File: config.mk
export PLATFORM = sky130hd
export DESIGN_NAME = rsfix_applier
export DESIGN_NICKNAME = d
export VERILOG_FILES = /design/src/rtl/rsfix_pkg.sv /design/src/rtl/rsfix_mapper.sv /design/src/rtl/rsfix_rmw.sv /design/src/rtl/rsfix_tally.sv /design/src/rtl/rsfix_applier.sv
export SDC_FILE = /design/constraint.sdc
export NUM_CORES = 1
export LEC_CHECK = 0
export ABC_AREA = 0
export BUFFER_PORTS_ARGS = -buffer_cell sky130_fd_sc_hd__buf_2
export CORE_ASPECT_RATIO = 0.6
export CORE_MARGIN = 3
export CORE_UTILIZATION = 40
export DETAILED_ROUTE_END_ITERATION = 6
export GPL_TIMING_DRIVEN = 0
export SLEW_MARGIN = 20
export SYNTH_ARGS = -nofsm -noshare
export SYNTH_HDL_FRONTEND = slang
export SYNTH_SLANG_ARGS = --single-unit
File: constraint.sdc
create_clock -name clk -period 3.1 [get_ports clk]
set_input_delay 0.775 -clock clk [delete_from_list [all_inputs] [get_ports clk]]
set_output_delay 0.775 -clock clk [all_outputs]
set_load 0.01 [all_outputs]
File: src/rtl/rsfix_pkg.sv
package rsfix_pkg;
  localparam int unsigned BYTE_W = 8;
  localparam int unsigned SYM_W  = 12;
  localparam int unsigned DEF_PAGE_BYTES  = 2048;
  localparam int unsigned DEF_SPARE_BYTES = 64;
  localparam int unsigned DEF_MAX_POS     = 1374;
  localparam int unsigned DEF_MAX_CORR    = 4;

  typedef enum logic [2:0] {
    ST_IDLE = 3'd0,
    ST_RD_A = 3'd1,
    ST_WR_A = 3'd2,
    ST_RD_B = 3'd3,
    ST_WR_B = 3'd4
  } rmw_state_e;

  // XOR masks for the (up to) two bytes a symbol covers
  typedef struct packed {
    logic [BYTE_W-1:0] mask_a;
    logic [BYTE_W-1:0] mask_b;
    logic              pair;
    logic              reject;
  } lane_plan_t;
endpackage

File: src/rtl/rsfix_mapper.sv
module rsfix_mapper
  import rsfix_pkg::*;
#(
  parameter int unsigned AW      = 12,
  parameter int unsigned MAX_POS = DEF_MAX_POS
) (
  input  logic [SYM_W-1:0] pos,
  input  logic [SYM_W-1:0] pat,
  input  logic             over_limit,
  output logic [AW-1:0]    base_addr,
  output lane_plan_t       plan
);
  localparam int unsigned TW = SYM_W + 1;

  logic [TW-1:0] tri_idx;
  logic [TW-1:0] base_w;
  logic          pos_zero;
  logic          pos_high;
  logic          narrow_bad;

  // floor(3p/2) = p + floor(p/2)
  assign tri_idx    = {1'b0, pos} + {2'b00, pos[SYM_W-1:1]};
  assign pos_zero   = (pos == '0);
  assign pos_high   = (32'(pos) > MAX_POS);
  assign narrow_bad = pos_zero && (pat[SYM_W-1:BYTE_W] != '0);

  always_comb begin
    plan   = '0;
    base_w = '0;
    if (pos_zero) begin
      base_w      = '0;
      plan.mask_a = pat[BYTE_W-1:0];
      plan.mask_b = '0;
      plan.pair   = 1'b0;
    end else if (pos[0]) begin
      base_w      = tri_idx;
      plan.mask_a = pat[SYM_W-1:4];
      plan.mask_b = {pat[3:0], 4'h0};
      plan.pair   = 1'b1;
    end else begin
      base_w      = tri_idx - TW'(1);
      plan.mask_a = {4'h0, pat[SYM_W-1:BYTE_W]};
      plan.mask_b = pat[BYTE_W-1:0];
      plan.pair   = 1'b1;
    end
    plan.reject = pos_high || narrow_bad || over_limit;
  end

  assign base_addr = AW'(base_w);
endmodule

File: src/rtl/rsfix_rmw.sv
module rsfix_rmw
  import rsfix_pkg::*;
#(
  parameter int unsigned AW = 12
) (
  input  logic              clk,
  input  logic              rst_n,
  input  logic              go,
  input  logic [AW-1:0]     base_in,
  input  lane_plan_t        plan_in,
  output logic              busy,
  output logic              fin,
  output logic              mem_en,
  output logic              mem_we,
  output logic [AW-1:0]     mem_addr,
  output logic [BYTE_W-1:0] mem_wdata,
  input  logic [BYTE_W-1:0] mem_rdata
);
  rmw_state_e        state_q, state_d;
  logic [AW-1:0]     base_q;
  logic [BYTE_W-1:0] mask_a_q, mask_b_q;
  logic              pair_q;

  always_comb begin
    state_d = state_q;
    unique case (state_q)
      ST_IDLE: if (go) state_d = ST_RD_A;
      ST_RD_A: state_d = ST_WR_A;
      ST_WR_A: state_d = pair_q ? ST_RD_B : ST_IDLE;
      ST_RD_B: state_d = ST_WR_B;
      ST_WR_B: state_d = ST_IDLE;
      default: state_d = ST_IDLE;
    endcase
  end

  always_ff @(posedge clk) begin
    if (!rst_n) begin
      state_q  <= ST_IDLE;
      base_q   <= '0;
      mask_a_q <= '0;
      mask_b_q <= '0;
      pair_q   <= 1'b0;
    end else begin
      state_q <= state_d;
      if (state_q == ST_IDLE && go) begin
        base_q   <= base_in;
        mask_a_q <= plan_in.mask_a;
        mask_b_q <= plan_in.mask_b;
        pair_q   <= plan_in.pair;
      end
    end
  end

  always_comb begin
    mem_en    = 1'b0;
    mem_we    = 1'b0;
    mem_addr  = base_q;
    mem_wdata = '0;
    unique case (state_q)
      ST_RD_A: mem_en = 1'b1;
      ST_WR_A: begin
        mem_en    = 1'b1;
        mem_we    = 1'b1;
        mem_wdata = mem_rdata ^ mask_a_q;
      end
      ST_RD_B: begin
        mem_en   = 1'b1;
        mem_addr = base_q + AW'(1);
      end
      ST_WR_B: begin
        mem_en    = 1'b1;
        mem_we    = 1'b1;
        mem_addr  = base_q + AW'(1);
        mem_wdata = mem_rdata ^ mask_b_q;
      end
      default: ;
    endcase
  end

  assign busy = (state_q != ST_IDLE);
  assign fin  = (state_q == ST_WR_B) || (state_q == ST_WR_A && !pair_q);
endmodule

File: src/rtl/rsfix_tally.sv
module rsfix_tally
  import rsfix_pkg::*;
#(
  parameter int unsigned MAX_CORR = DEF_MAX_CORR,
  parameter int unsigned CNT_W    = $clog2(MAX_CORR + 1)
) (
  input  logic             clk,
  input  logic             rst_n,
  input  logic             accept,
  input  logic             last,
  input  logic             reject,
  input  logic             fin,
  output logic             over_limit,
  output logic [CNT_W-1:0] fixed_count,
  output logic             fail,
  output logic             done
);
  logic             page_open;
  logic [CNT_W-1:0] seen_q, applied_q;
  logic             failed_q, pend_last_q, done_q;
  logic             page_start;
  logic [CNT_W-1:0] seen_base, applied_base;
  logic             failed_base;

  assign page_start   = !page_open;
  assign seen_base    = page_start ? '0 : seen_q;
  assign applied_base = page_start ? '0 : applied_q;
  assign failed_base  = page_start ? 1'b0 : failed_q;
  assign over_limit   = page_open && (32'(seen_q) >= MAX_CORR);

  always_ff @(posedge clk) begin
    if (!rst_n) begin
      page_open   <= 1'b0;
      seen_q      <= '0;
      applied_q   <= '0;
      failed_q    <= 1'b0;
      pend_last_q <= 1'b0;
      done_q      <= 1'b0;
    end else begin
      done_q <= (accept && last && reject) || (fin && pend_last_q);
      if (fin) pend_last_q <= 1'b0;
      if (accept) begin
        page_open <= !last;
        seen_q    <= (32'(seen_base) < MAX_CORR) ? seen_base + CNT_W'(1) : seen_base;
        applied_q <= applied_base + CNT_W'(!reject);
        failed_q  <= failed_base | reject;
        if (!reject) pend_last_q <= last;
      end
    end
  end

  assign fixed_count = failed_q ? '0 : applied_q;
  assign fail        = failed_q;
  assign done        = done_q;
endmodule

File: src/rtl/rsfix_applier.sv
module rsfix_applier
  import rsfix_pkg::*;
#(
  parameter int unsigned PAGE_BYTES  = DEF_PAGE_BYTES,
  parameter int unsigned SPARE_BYTES = DEF_SPARE_BYTES,
  parameter int unsigned MAX_POS     = DEF_MAX_POS,
  parameter int unsigned MAX_CORR    = DEF_MAX_CORR,
  parameter int unsigned AW          = $clog2(PAGE_BYTES + SPARE_BYTES),
  parameter int unsigned CNT_W       = $clog2(MAX_CORR + 1)
) (
  input  logic              clk,
  input  logic              rst_n,
  input  logic              corr_valid,
  output logic              corr_ready,
  input  logic [SYM_W-1:0]  corr_pos,
  input  logic [SYM_W-1:0]  corr_pat,
  input  logic              corr_last,
  output logic              mem_en,
  output logic              mem_we,
  output logic [AW-1:0]     mem_addr,
  output logic [BYTE_W-1:0] mem_wdata,
  input  logic [BYTE_W-1:0] mem_rdata,
  output logic              done,
  output logic              fail,
  output logic [CNT_W-1:0]  fixed_count
);
  logic          busy, fin, accept, over_limit;
  logic [AW-1:0] base_addr;
  lane_plan_t    plan;

  assign corr_ready = !busy;
  assign accept     = corr_valid && corr_ready;

  rsfix_mapper #(.AW(AW), .MAX_POS(MAX_POS)) u_map (
    .pos(corr_pos), .pat(corr_pat), .over_limit(over_limit),
    .base_addr(base_addr), .plan(plan)
  );

  rsfix_rmw #(.AW(AW)) u_rmw (
    .clk(clk), .rst_n(rst_n), .go(accept && !plan.reject),
    .base_in(base_addr), .plan_in(plan), .busy(busy), .fin(fin),
    .mem_en(mem_en), .mem_we(mem_we), .mem_addr(mem_addr),
    .mem_wdata(mem_wdata), .mem_rdata(mem_rdata)
  );

  rsfix_tally #(.MAX_CORR(MAX_CORR), .CNT_W(CNT_W)) u_tally (
    .clk(clk), .rst_n(rst_n), .accept(accept), .last(corr_last),
    .reject(plan.reject), .fin(fin), .over_limit(over_limit),
    .fixed_count(fixed_count), .fail(fail), .done(done)
  );
endmodule

==> flow_metrics.tcl <==
set metrics [dict create \
    cts_root_buffer "clkbuf_16" \
    fill_cells 779 \
    ys.flop_type "dfxtp_1" \
    fp.dieW_um 126.3 \
    die_h_um 78.18 \
    synthArstFlopShare_pct 0 \
    syn-num-nets 504 \
    wl_per_cell_um 16.68 \
    crit_type "in2reg" \
    drtIter0Drc 199 \
    dp_hpwl_mm 8.324 \
    grt_max_degree 15 \
    setup_tns_ns 0 \
    rows 25 \
    grt_antenna_before_repair 0 \
    viasPerCell 5.649 \
    track_usage_pct 21.25 \
    gp_congestion 0.8638 \
    cts_tree "yes" \
    max_freq_ghz 0.3488 \
    layout_commonest_cell "buf_2" \
    timing.final.crit_period_ns 2.867 \
    n_antenna_cell 0 \
    cts_inserted_buffers 5 \
    nets 575 \
    synth-seq-cells 42 \
    yosysTopAreaCell "dfxtp_1" \
    crit_chain "buf_2, ha_1, fa_1, a211oi_4, o21ai_0, a211o_1, a22oi_1, nor4b_2, or3_1, nand3_1" \
    grt_pass1_wl_mm 16.95 \
    worst_ep_required_time_ns 3.27 \
    outcome "finished clean" \
    ys_seq_area_share_pct 24.21 \
    synth_warnings 0 \
    tightestPinTransition_ns 0.6499 \
    start_util_pct 42.54 \
    crit_fanout 6 \
    ctsHoldBuffers 0 \
    vias 3497 \
    dp_slack_ns -0.6936 \
    grt_remaining_overflow 0 \
    clkSinkCount 42 \
    drc 0 \
    dr.pass1.iters 5 \
    hold_class "reg2reg" \
    clockBufferDepth 2 \
    finalMaxSlewViolations 0 \
    power.total_mw 1.575 \
    layout-drive-gt1-share_pct 20.55 \
    worstSetupEndpointType "register" \
    grt_pass1_vias 3227 \
    htree_levels 2 \
    rsz0062_at_grt "false" \
    synth_cells 439 \
    r2r_slack_ns 0.71 \
    area_delta_synth_final_pct 18.88 \
    hold_viol 0 \
    crit_arrival_ns 3.04 \
    ys_types 56 \
    leakage_nw 1.822 \
    clkTransAtPathRegs_ns 0.06 \
    fin_crit_sh_pct 92.49 \
    slew_headroom_pct 56.67 \
    layout_common_cells "buf_2 (66), nand2_1 (47), dfxtp_1 (41)" \
    fin_ws_ns 0.2329 \
    synth_area_per_cell_sq_um 7.912 \
    ios 64 \
    synth_edf_count 0 \
    cp_slowest_cell "fa_1" \
    cp-start-kind "input port" \
    synth_area_leaders "dfxtp_1 (24%), ha_1 (10%), nand2_1 (5.1%)" \
    wl_mm 10.33 \
    dieArea_sq_um 9874 \
    port_buffers 63 \
    ir_drop_mv 0.2162 \
    ant_nets 0 \
    drv_cap 0 \
    clk_latency_ns 0.29 \
    netlist_area_sq_um 3473 \
    power.density_nw_per_um2 381.5 \
    core-area_sq_um 8164 \
    yosysTopAreaCellShare_pct 24.21 \
    setup_viol 0 \
    worst_clock_skew_ns 0.007629 \
    crit_path_max_incr_delay_ns 0.45 \
]
## power breakdown
part | switching, mW | leakage [nW] | total, mW | internal (mW)
Clock | 0.220 | 0.0698 | 0.518 | 0.298
Combinational | 0.261 | 1.41 | 0.455 | 0.194
Sequential | 0.0319 | 0.343 | 0.602 | 0.570
## logic make-up after synthesis
family	synth area share [%]
xor+xnor	5.800
mux	3.494
fa+ha+maj	10.66
simple gates	24.89
compound gates	25.65
flops	24.21
buf+inv	5.295
## timing repair
item / CTS / global route
setup buffers: 2 / 1
setup endpoints to repair: 43 / 34
endpoints found under the hold margin: 0 / 0
resized for setup: 5 / 9
pin swaps: 1 / 1
## critical path: cells and delay by family
family	cells	cell delay (ns)
AO/OA/AOI/OAI	4	1.00
adder cells (fa/ha/maj)	2	0.68
buffers and inverters	1	0.15
AND/OR/NAND/NOR	3	0.45
## state kept, by name (all words and copies together), names as in the netlist
signal,count
u_rmw.mask_b_q,8
u_rmw.state_q,3
u_tally.applied_q,3
u_rmw.base_q,12
u_tally.pend_last_q,1
u_tally.fail,1
u_tally.page_open,1
u_tally.seen_q,3
u_tally.done,1
u_rmw.mask_a_q,8
u_rmw.pair_q,1
## area by class of cell
| cell class | instances | area [sq um] | area share [%] |
|---|---|---|---|
| clock buffer | 5 | 125.1 | 3.030 |
| inverter | 18 | 67.56 | 1.636 |
| timing repair buffer | 66 | 337.8 | 8.182 |
| tap | 108 | 135.1 | 3.273 |
| clock inverter | 3 | 21.27 | 0.5152 |
| buffer | 23 | 113.9 | 2.758 |
| multi-input combinational | 354 | 2486 | 60.21 |
| sequential | 42 | 842.1 | 20.39 |
## metal layers
metal | wire length (um) | vias to the layer above | share of wire [%] | global-route usage (%)
li1 | - | 1749 | - | -
met1 | 5654 | 1622 | 55 | 35.11
met2 | 3784 | 120 | 37 | 27.47
met3 | 812 | 6 | 7.9 | 4.147
met4 | 74 | 0 | 0.72 | 3.961
met5 | 0 | - | 0 | 0
## through the flow
step / hold slack (ns) / utilization, % / instances / cell area (sq um)
final: 0.4797 / 50.57 / 619 / 4129
after global routing: 0.5136 / 50.57 / 619 / 4129
after CTS: 0.4774 / 50.11 / 619 / 4091
after detailed placement: 0.4674 / 48.06 / 610 / 3924
after global placement: 0.4628 / 48.06 / 610 / 3924
after floorplan: 0.4473 / - / 439 / 3473
## Yosys cell counts (8+ instances only)
master    instances
nor2b_1          13
nand4_1           9
clkbuf_1         19
o21ai_0          20
a221oi_1          9
nor3_1           16
mux2i_1          11
nand3_1          31
nand2_1          47
o221a_2           8
inv_1            18
xnor2_1          17
ha_1             28
a21boi_0         19
and2_1           15
a21oi_1          16
dfxtp_1          42
nor2_1           17
## path summary, 6_finish.rpt
kind                                     startpoint             endpoint  depth (start not counted)
worst max-delay path                    corr_pos[1]     u_rmw.base_q[10]                         10
worst min-delay path            u_tally.pend_last_q  u_tally.pend_last_q                          2
worst max register to register     u_rmw.state_q[2]    u_rmw.mask_a_q[3]                          8
worst min register to register  u_tally.pend_last_q  u_tally.pend_last_q                          2
Power figures use the tool's default switching activity.
